File: src/rtl/ldseq_pkg.sv
package ldseq_pkg;

  typedef enum logic [2:0] {
    ST_FETCH   = 3'd0,
    ST_FWAIT   = 3'd1,
    ST_DECODE  = 3'd2,
    ST_ADDR    = 3'd3,
    ST_PTRWAIT = 3'd4,
    ST_PTRADDR = 3'd5,
    ST_OPWAIT  = 3'd6,
    ST_WB      = 3'd7
  } step_e;

  localparam logic [1:0] MD_DIRECT = 2'b00;
  localparam logic [1:0] MD_INDIR  = 2'b01;
  localparam logic [1:0] MD_REGIND = 2'b10;
  localparam logic [1:0] MD_NOP    = 2'b11;

  typedef enum logic [1:0] {
    MS_FIELD = 2'd0,
    MS_REG   = 2'd1,
    MS_MDR   = 2'd2
  } msel_e;

  typedef struct packed {
    logic  pc_step;
    logic  mar_ld;
    msel_e mar_sel;
    logic  rd;
    logic  ir_ld;
    logic  rf_we;
    logic  fin;
  } ctl_t;

  // Control vector of a step; mode only matters for the address step.
  function automatic ctl_t ctl_for(step_e s, logic [1:0] mode);
    ctl_t c;
    c = '0;
    unique case (s)
      ST_FETCH:   c.pc_step = 1'b1;
      ST_FWAIT,
      ST_PTRWAIT,
      ST_OPWAIT:  c.rd = 1'b1;
      ST_DECODE:  c.ir_ld = 1'b1;
      ST_ADDR: begin
        unique case (mode)
          MD_DIRECT, MD_INDIR: begin c.mar_ld = 1'b1; c.mar_sel = MS_FIELD; end
          MD_REGIND:           begin c.mar_ld = 1'b1; c.mar_sel = MS_REG;   end
          default:             c.fin = 1'b1;
        endcase
      end
      ST_PTRADDR: begin c.mar_ld = 1'b1; c.mar_sel = MS_MDR; end
      ST_WB:      begin c.rf_we = 1'b1; c.fin = 1'b1; end
      default:    c = '0;
    endcase
    return c;
  endfunction

endpackage

File: src/rtl/ldseq_ctrl.sv
module ldseq_ctrl
  import ldseq_pkg::*;
(
  input  logic       clk,
  input  logic       rst,
  input  logic       mfc,
  input  logic [1:0] fetched_mode,
  input  logic [1:0] ir_mode,
  output step_e      step,
  output ctl_t       ctl
);

  step_e      nxt;
  logic [1:0] mode_sel;

  always_comb begin
    nxt = step;
    unique case (step)
      ST_FETCH:   nxt = ST_FWAIT;
      ST_FWAIT:   if (mfc) nxt = ST_DECODE;
      ST_DECODE:  nxt = ST_ADDR;
      ST_ADDR: begin
        unique case (ir_mode)
          MD_DIRECT, MD_REGIND: nxt = ST_OPWAIT;
          MD_INDIR:             nxt = ST_PTRWAIT;
          default:              nxt = ST_FETCH;
        endcase
      end
      ST_PTRWAIT: if (mfc) nxt = ST_PTRADDR;
      ST_PTRADDR: nxt = ST_OPWAIT;
      ST_OPWAIT:  if (mfc) nxt = ST_WB;
      ST_WB:      nxt = ST_FETCH;
      default:    nxt = ST_FETCH;
    endcase
  end

  // Entering the address step, the instruction is still in the data register.
  assign mode_sel = (step == ST_DECODE) ? fetched_mode : ir_mode;

  always_ff @(posedge clk) begin
    if (rst) begin
      step <= ST_FETCH;
      ctl  <= ctl_for(ST_FETCH, MD_DIRECT);
    end else begin
      step <= nxt;
      ctl  <= ctl_for(nxt, mode_sel);
    end
  end

  AST_WAIT_HOLDS_STEP: assert property (@(posedge clk) disable iff (rst)
    (ctl.rd && !mfc) |=> (step == $past(step)));
  AST_NOP_ENDS_EARLY: assert property (@(posedge clk) disable iff (rst)
    (step == ST_ADDR && ir_mode == MD_NOP) |-> (ctl.fin && !ctl.mar_ld && !ctl.rf_we));
  AST_END_RETURNS_TO_FETCH: assert property (@(posedge clk) disable iff (rst)
    ctl.fin |=> (step == ST_FETCH && !ctl.fin));
  AST_WB_FOLLOWS_OPERAND: assert property (@(posedge clk) disable iff (rst)
    (step == ST_WB) |-> ($past(step) == ST_OPWAIT));

endmodule

File: src/rtl/ldseq_datapath.sv
module ldseq_datapath
  import ldseq_pkg::*;
#(
  parameter int AW = 10,
  parameter int DW = 16
) (
  input  logic          clk,
  input  logic          rst,
  input  ctl_t          ctl,
  input  logic          mfc,
  input  logic [DW-1:0] rdata,
  input  logic [AW-1:0] reg_ptr,
  output logic [AW-1:0] pc,
  output logic [AW-1:0] mar,
  output logic [DW-1:0] mdr,
  output logic [DW-1:0] ir
);

  logic [AW-1:0] mar_src;

  always_comb begin
    unique case (ctl.mar_sel)
      MS_REG:  mar_src = reg_ptr;
      MS_MDR:  mar_src = mdr[AW-1:0];
      default: mar_src = ir[AW-1:0];
    endcase
  end

  always_ff @(posedge clk) begin
    if (rst) begin
      pc  <= '0;
      mar <= '0;
      mdr <= '0;
      ir  <= '0;
    end else begin
      if (ctl.pc_step) begin
        mar <= pc;
        pc  <= pc + AW'(1);
      end else if (ctl.mar_ld) begin
        mar <= mar_src;
      end
      if (ctl.rd && mfc) mdr <= rdata;
      if (ctl.ir_ld)     ir  <= mdr;
    end
  end

  AST_PC_ADVANCES_BY_ONE: assert property (@(posedge clk) disable iff (rst)
    ctl.pc_step |=> (pc == $past(pc) + AW'(1)));
  AST_ADDR_STEADY_IN_WAIT: assert property (@(posedge clk) disable iff (rst)
    (ctl.rd && !mfc) |=> (ctl.rd && mar == $past(mar)));

endmodule

File: src/rtl/ldseq_regfile.sv
module ldseq_regfile #(
  parameter int DW   = 16,
  parameter int NREG = 4,
  parameter int OW   = 10,
  localparam int RW  = $clog2(NREG)
) (
  input  logic          clk,
  input  logic          we,
  input  logic [RW-1:0] waddr,
  input  logic [DW-1:0] wdata,
  input  logic [RW-1:0] raddr,
  output logic [OW-1:0] rptr
);

  logic [DW-1:0] regs [NREG];

  always_ff @(posedge clk) begin
    if (we) regs[waddr] <= wdata;
  end

  assign rptr = regs[raddr][OW-1:0];

endmodule

File: src/rtl/ldseq_top.sv
module ldseq_top
  import ldseq_pkg::*;
#(
  parameter int AW   = 10,
  parameter int DW   = 16,
  parameter int NREG = 4,
  localparam int RW  = $clog2(NREG)
) (
  input  logic          clk,
  input  logic          rst,
  output logic [AW-1:0] mem_addr,
  output logic          mem_rd,
  input  logic [DW-1:0] mem_rdata,
  input  logic          mem_mfc,
  output logic [2:0]    step,
  output logic          pc_inc,
  output logic          mar_ld,
  output logic          ir_ld,
  output logic          rf_we,
  output logic [RW-1:0] rf_wsel,
  output logic [DW-1:0] rf_wdata,
  output logic          instr_end
);

  localparam int MODE_HI = DW - 1;
  localparam int DST_LO  = AW + RW;
  localparam int SRC_LO  = AW;

  step_e         st;
  ctl_t          ctl;
  logic [AW-1:0] pc, mar, reg_ptr;
  logic [DW-1:0] mdr, ir;

  ldseq_ctrl u_ctrl (
    .clk          (clk),
    .rst          (rst),
    .mfc          (mem_mfc),
    .fetched_mode (mdr[MODE_HI -: 2]),
    .ir_mode      (ir[MODE_HI -: 2]),
    .step         (st),
    .ctl          (ctl)
  );

  ldseq_datapath #(.AW(AW), .DW(DW)) u_dp (
    .clk     (clk),
    .rst     (rst),
    .ctl     (ctl),
    .mfc     (mem_mfc),
    .rdata   (mem_rdata),
    .reg_ptr (reg_ptr),
    .pc      (pc),
    .mar     (mar),
    .mdr     (mdr),
    .ir      (ir)
  );

  ldseq_regfile #(.DW(DW), .NREG(NREG), .OW(AW)) u_rf (
    .clk   (clk),
    .we    (ctl.rf_we),
    .waddr (ir[DST_LO +: RW]),
    .wdata (mdr),
    .raddr (ir[SRC_LO +: RW]),
    .rptr  (reg_ptr)
  );

  assign mem_addr  = mar;
  assign mem_rd    = ctl.rd;
  assign step      = st;
  assign pc_inc    = ctl.pc_step;
  assign mar_ld    = ctl.mar_ld;
  assign ir_ld     = ctl.ir_ld;
  assign rf_we     = ctl.rf_we;
  assign rf_wsel   = ir[DST_LO +: RW];
  assign rf_wdata  = mdr;
  assign instr_end = ctl.fin;

  AST_WRITE_ONLY_AT_END: assert property (@(posedge clk) disable iff (rst)
    rf_we |-> instr_end);
  AST_FETCH_STEP_INCREMENTS: assert property (@(posedge clk) disable iff (rst)
    (step == 3'd0) |-> (pc_inc && !mem_rd));

endmodule

File: config.mk
export PLATFORM = sky130hd
export DESIGN_NAME = ldseq_top
export DESIGN_NICKNAME = d
export VERILOG_FILES = /design/src/rtl/ldseq_pkg.sv /design/src/rtl/ldseq_ctrl.sv /design/src/rtl/ldseq_datapath.sv /design/src/rtl/ldseq_regfile.sv /design/src/rtl/ldseq_top.sv
export SDC_FILE = /design/constraint.sdc
export NUM_CORES = 1
export LEC_CHECK = 0
export BUFFER_PORTS_ARGS = -buffer_cell sky130_fd_sc_hd__buf_2
export CAP_MARGIN = 25
export CORE_MARGIN = 2
export CORE_UTILIZATION = 57
export CTS_CLUSTER_DIAMETER = 80
export DETAILED_ROUTE_END_ITERATION = 16
export GPL_TIMING_DRIVEN = 0
export PLACE_DENSITY = 0.79
export SYNTH_ARGS = -nofsm -noshare
export SYNTH_HDL_FRONTEND = slang
export SYNTH_SLANG_ARGS = --single-unit
File: constraint.sdc
create_clock -name clk -period 2.3 [get_ports clk]
set_clock_uncertainty 0.1 [all_clocks]
set_input_delay 0.23 -clock clk [delete_from_list [all_inputs] [get_ports clk]]
set_output_delay 0.23 -clock clk [all_outputs]
set_load 0.1 [all_outputs]
==> run_results.csv <==
group,metric,value,unit
run_status,outcome,"complete, no violations",
critical_path,worstPathMaxFanout,10,
clock_tree,cts_buffer_depth,2,
pwr,peakVddDrop,0.000544,V
clock_tree,postCtsSetupRepairBufs,0,
clock_tree,cts_tree,"yes",
critical_path,reg2reg_depth,4,
sta,clock.fmax,496,MHz
global_route,grt_pass1_wl,14300,µm
pwr,switching_share,27.9,%
global_route,grt_util_all_layers,24.4,%
pwr,clkPwrFrac,30.7,%
clock_tree,hold_buffers,9,
finish,nFillCells,535,
synthesis,syn_inst,352,
floorplanning,fp.dieArea,0.00791,mm²
critical_path,path_class,"flip-flop to flip-flop",
sta,fin_crit_sh,87.7,%
synthesis,synth_warnings,0,
synthesis,netlist_area,0.00411,mm²
drt,viasPerCell,5.69,
pwr,power.density,718,mW/mm²
finish,num_antenna_cells,0,
sta,period_minus_slack,2.02,ns
sta,tns,0,ns
critical_path,worst_setup_path_start_kind,"flip-flop",
synthesis,synthMuxAreaShare,10.1,%
floorplanning,die_width,88.9,µm
sta,rsz0062_at_grt,"no",
drt,ant_nets,0,
sta,finalHoldViolations,0,
drt,drc,0,
critical_path,worstPathArrival,2.14,ns
finish,drive_gt1_share,22.3,%
pwr,power_frac_comb,11.1,%
global_route,gr-total-overflow,0,
global_route,grt_max_degree,19,
clock_tree,cts.clk_slew.worst_paths,0.10,ns
finish,area_growth,16.2,%
sta,slew_violations,0,
placement,post-dp-hpwl,6340,µm
floorplanning,core_area,0.00691,mm²
clock_tree,clk_latency,0.36,ns
pwr,seqPwrFrac,58.2,%
drt,routed_wl,9040,µm
floorplanning,die_h,88.9,µm
sta,setup_viol,0,
floorplanning,row_count,30,
pwr,switching_power,958,µW
clock_tree,htreeDepth,3,
min_path,hold_depth,3,
synthesis,async_flop_share,0,%
pwr,p_int,2470,µW
job,cap_violations,0,
synthesis,synth_xor_area_share,0.852,%
critical_path,cp_data_required_time,2.42,ns
synthesis,synth_fa_ha_area_share,0.913,%
placement,dp_slack,0.337,ns
drt,dr.pass1.iters,5,
pwr,leakagePower,0.00178,µW
synthesis,yosysSeqAreaShare,60.8,%
synthesis,synth-seq-cells,105,
clock_tree,cts.repair.resized,0,
sta,max_slew_margin,37.7,%
critical_path,reg2reg_slack,0.28,ns
synthesis,synth-main-ff-cell,"dfxtp_1",
clock_tree,cts_root_buf,"clkbuf_8",
floorplanning,io-pin-count,56,
critical_path,reg2reg_to,"u_dp.mar[8]",
finish,nNetsFinal,448,
global_route,grt_pass1_vias,2902,
drt,vias,3000,
sta,max_slew.worst_pin.slew,0.931,ns
finish,final_util,69.2,%
drt,routedWlPerCell,17.2,µm
floorplanning,start_util,59.5,%
clock_tree,cts_buffers,9,
global_route,antenna_found_initial,0,
min_path,hold_path.class,"input port to flip-flop",
synthesis,synth-simple-area-share,12.3,%
placement,gp_congestion,0.906,
sta,fin_hold_ws,0.0186,ns
placement,port_buffers,54,
sta,fin_ws,0.283,ns
synthesis,avgSynthCellArea,11.7,µm²
synthesis,synth.distinct_cells,44,
synthesis,synth_top_family_by_area,"simple AND/OR/NAND/NOR gates",
synthesis,syn_nets,374,
clock_tree,clock-sinks,105,
synthesis,synth-compound-area-share,11.7,%
drt,drtIter0Drc,234,
critical_path,end_kind,"flip-flop",
min_path,hold_end,"u_dp.mdr[8]",
min_path,min_from,"mem_rdata[8]",
synthesis,synth_edf_count,40,
state kept, by name (all words and copies together), names as in the netlist, named ones only:
name	count
u_dp.mar	10
u_rf.regs	40
u_dp.mdr	16
u_dp.ir	16
u_ctrl.ctl	8
u_dp.pc	10
u_ctrl.step	3
worst max-delay path by stage:
stage,from,end,slack [ns],cells after the start
3_5_place_dp,flip-flop,u_dp.mar[8],0.34,4
2_1_floorplan,u_ctrl.ctl[7],u_dp.pc[9],0.11,4
5_1_grt,flip-flop,u_dp.mar[8],0.19,4
6_report,flip-flop,u_dp.mar[8],0.28,4
4_1_cts,flip-flop,u_dp.mar[8],0.34,4
3_3_place_gp,flip-flop,u_dp.mar[1],0.40,4
synth_stat cells (2+ instances only):
library cell,instances,share of area [%]
mux2i_1,18,4.4
a221oi_1,10,2.1
o21ai_0,15,1.8
or3_2,4,0.73
nor3b_1,8,1.5
nand2b_1,2,0.30
o22ai_1,10,1.5
edfxtp_1,40,29
mux4_2,10,5.5
nor4b_1,2,0.43
buf_4,2,0.36
a21oi_1,32,3.9
o21a_1,2,0.36
buf_1,4,0.36
nor2_1,28,2.6
a22oi_1,3,0.55
dfxtp_1,65,32
nand4_1,4,0.61
nand2_1,42,3.8
buf_2,6,0.73
clkbuf_1,13,1.2
inv_1,4,0.36
ha_1,3,0.91
a211oi_1,2,0.36
nor2b_1,2,0.30
xor2_1,3,0.64
placed cells by master (no fill, tap or decap), types with 2 or more instances in the layout:
cell and n:
or3_2 4, ha_1 3, a221oi_1 10, nor2b_1 2
buf_1 4, buf_4 2, xor2_1 3, buf_2 60
clkbuf_1 14, nor3b_1 7, nor4b_1 2, nor3b_2 2
a22oi_1 3, clkbuf_8 10, o22ai_1 10, dlygate4sd3_1 9
inv_6 2, nand2_1 42, inv_1 4, nor2_1 28
nand2b_1 2, o21a_1 2, nand4_1 4, a21oi_1 32
dfxtp_1 65, a211oi_1 2, edfxtp_1 40, mux2i_1 18
o21ai_0 15, mux4_2 10
routing by layer:
metal  global-route usage [%]  part of all wire [%]  up-vias
met3                     4.43                   6.0       13
met1                     32.9                    42     1437
li1                         -                     -     1439
met5                        0                     0        -
met4                     8.96                   1.8        0
met2                     40.1                    50      111
through the flow:
step | power [µW] | cell area [µm²] | std cells
floorplan | 2320 | 4120 | 352
global placement | 2400 | 4510 | 502
detailed placement | 2410 | 4510 | 502
CTS | 3440 | 4780 | 527
global route | 3530 | 4780 | 527
finish | 3430 | 4780 | 527
cell type report:
class                           instances  area (µm²)  share of cell area, %
Multi-Input combinational cell        217        1480                   31.0
Clock inverter                          5        38.8                  0.812
Inverter                                4        15.0                  0.314
Sequential cell                       105        2500                   52.4
Buffer                                 26         120                   2.51
Tap cell                               96         120                   2.51
Clock buffer                           11         141                   2.96
Timing Repair Buffer                   63         360                   7.54
kinds of logic (layout without fill, tap and decap cells):
group | after synthesis | count (layout)
flops | 105 | 105
buf+inv | 30 | 109
xor+xnor | 4 | 4
simple gates | 102 | 102
fa+ha+maj | 3 | 3
compound gates | 79 | 79
mux | 29 | 29
critical path: stages (launching register included):
cell      delay, ns
dfxtp_1        0.32
clkbuf_1       0.49
mux4_2         0.42
a221oi_1       0.40
o22ai_1        0.14
power by group through the flow:
stage	logic (µW)	clock network [µW]	registers [µW]
after detailed placement	367	0	2040
after CTS	379	1060	2000
final	381	1050	2000
after floorplan	114	0	2210
after global routing	402	1120	2000
after global placement	363	0	2040
Power figures use the tool's default switching activity.
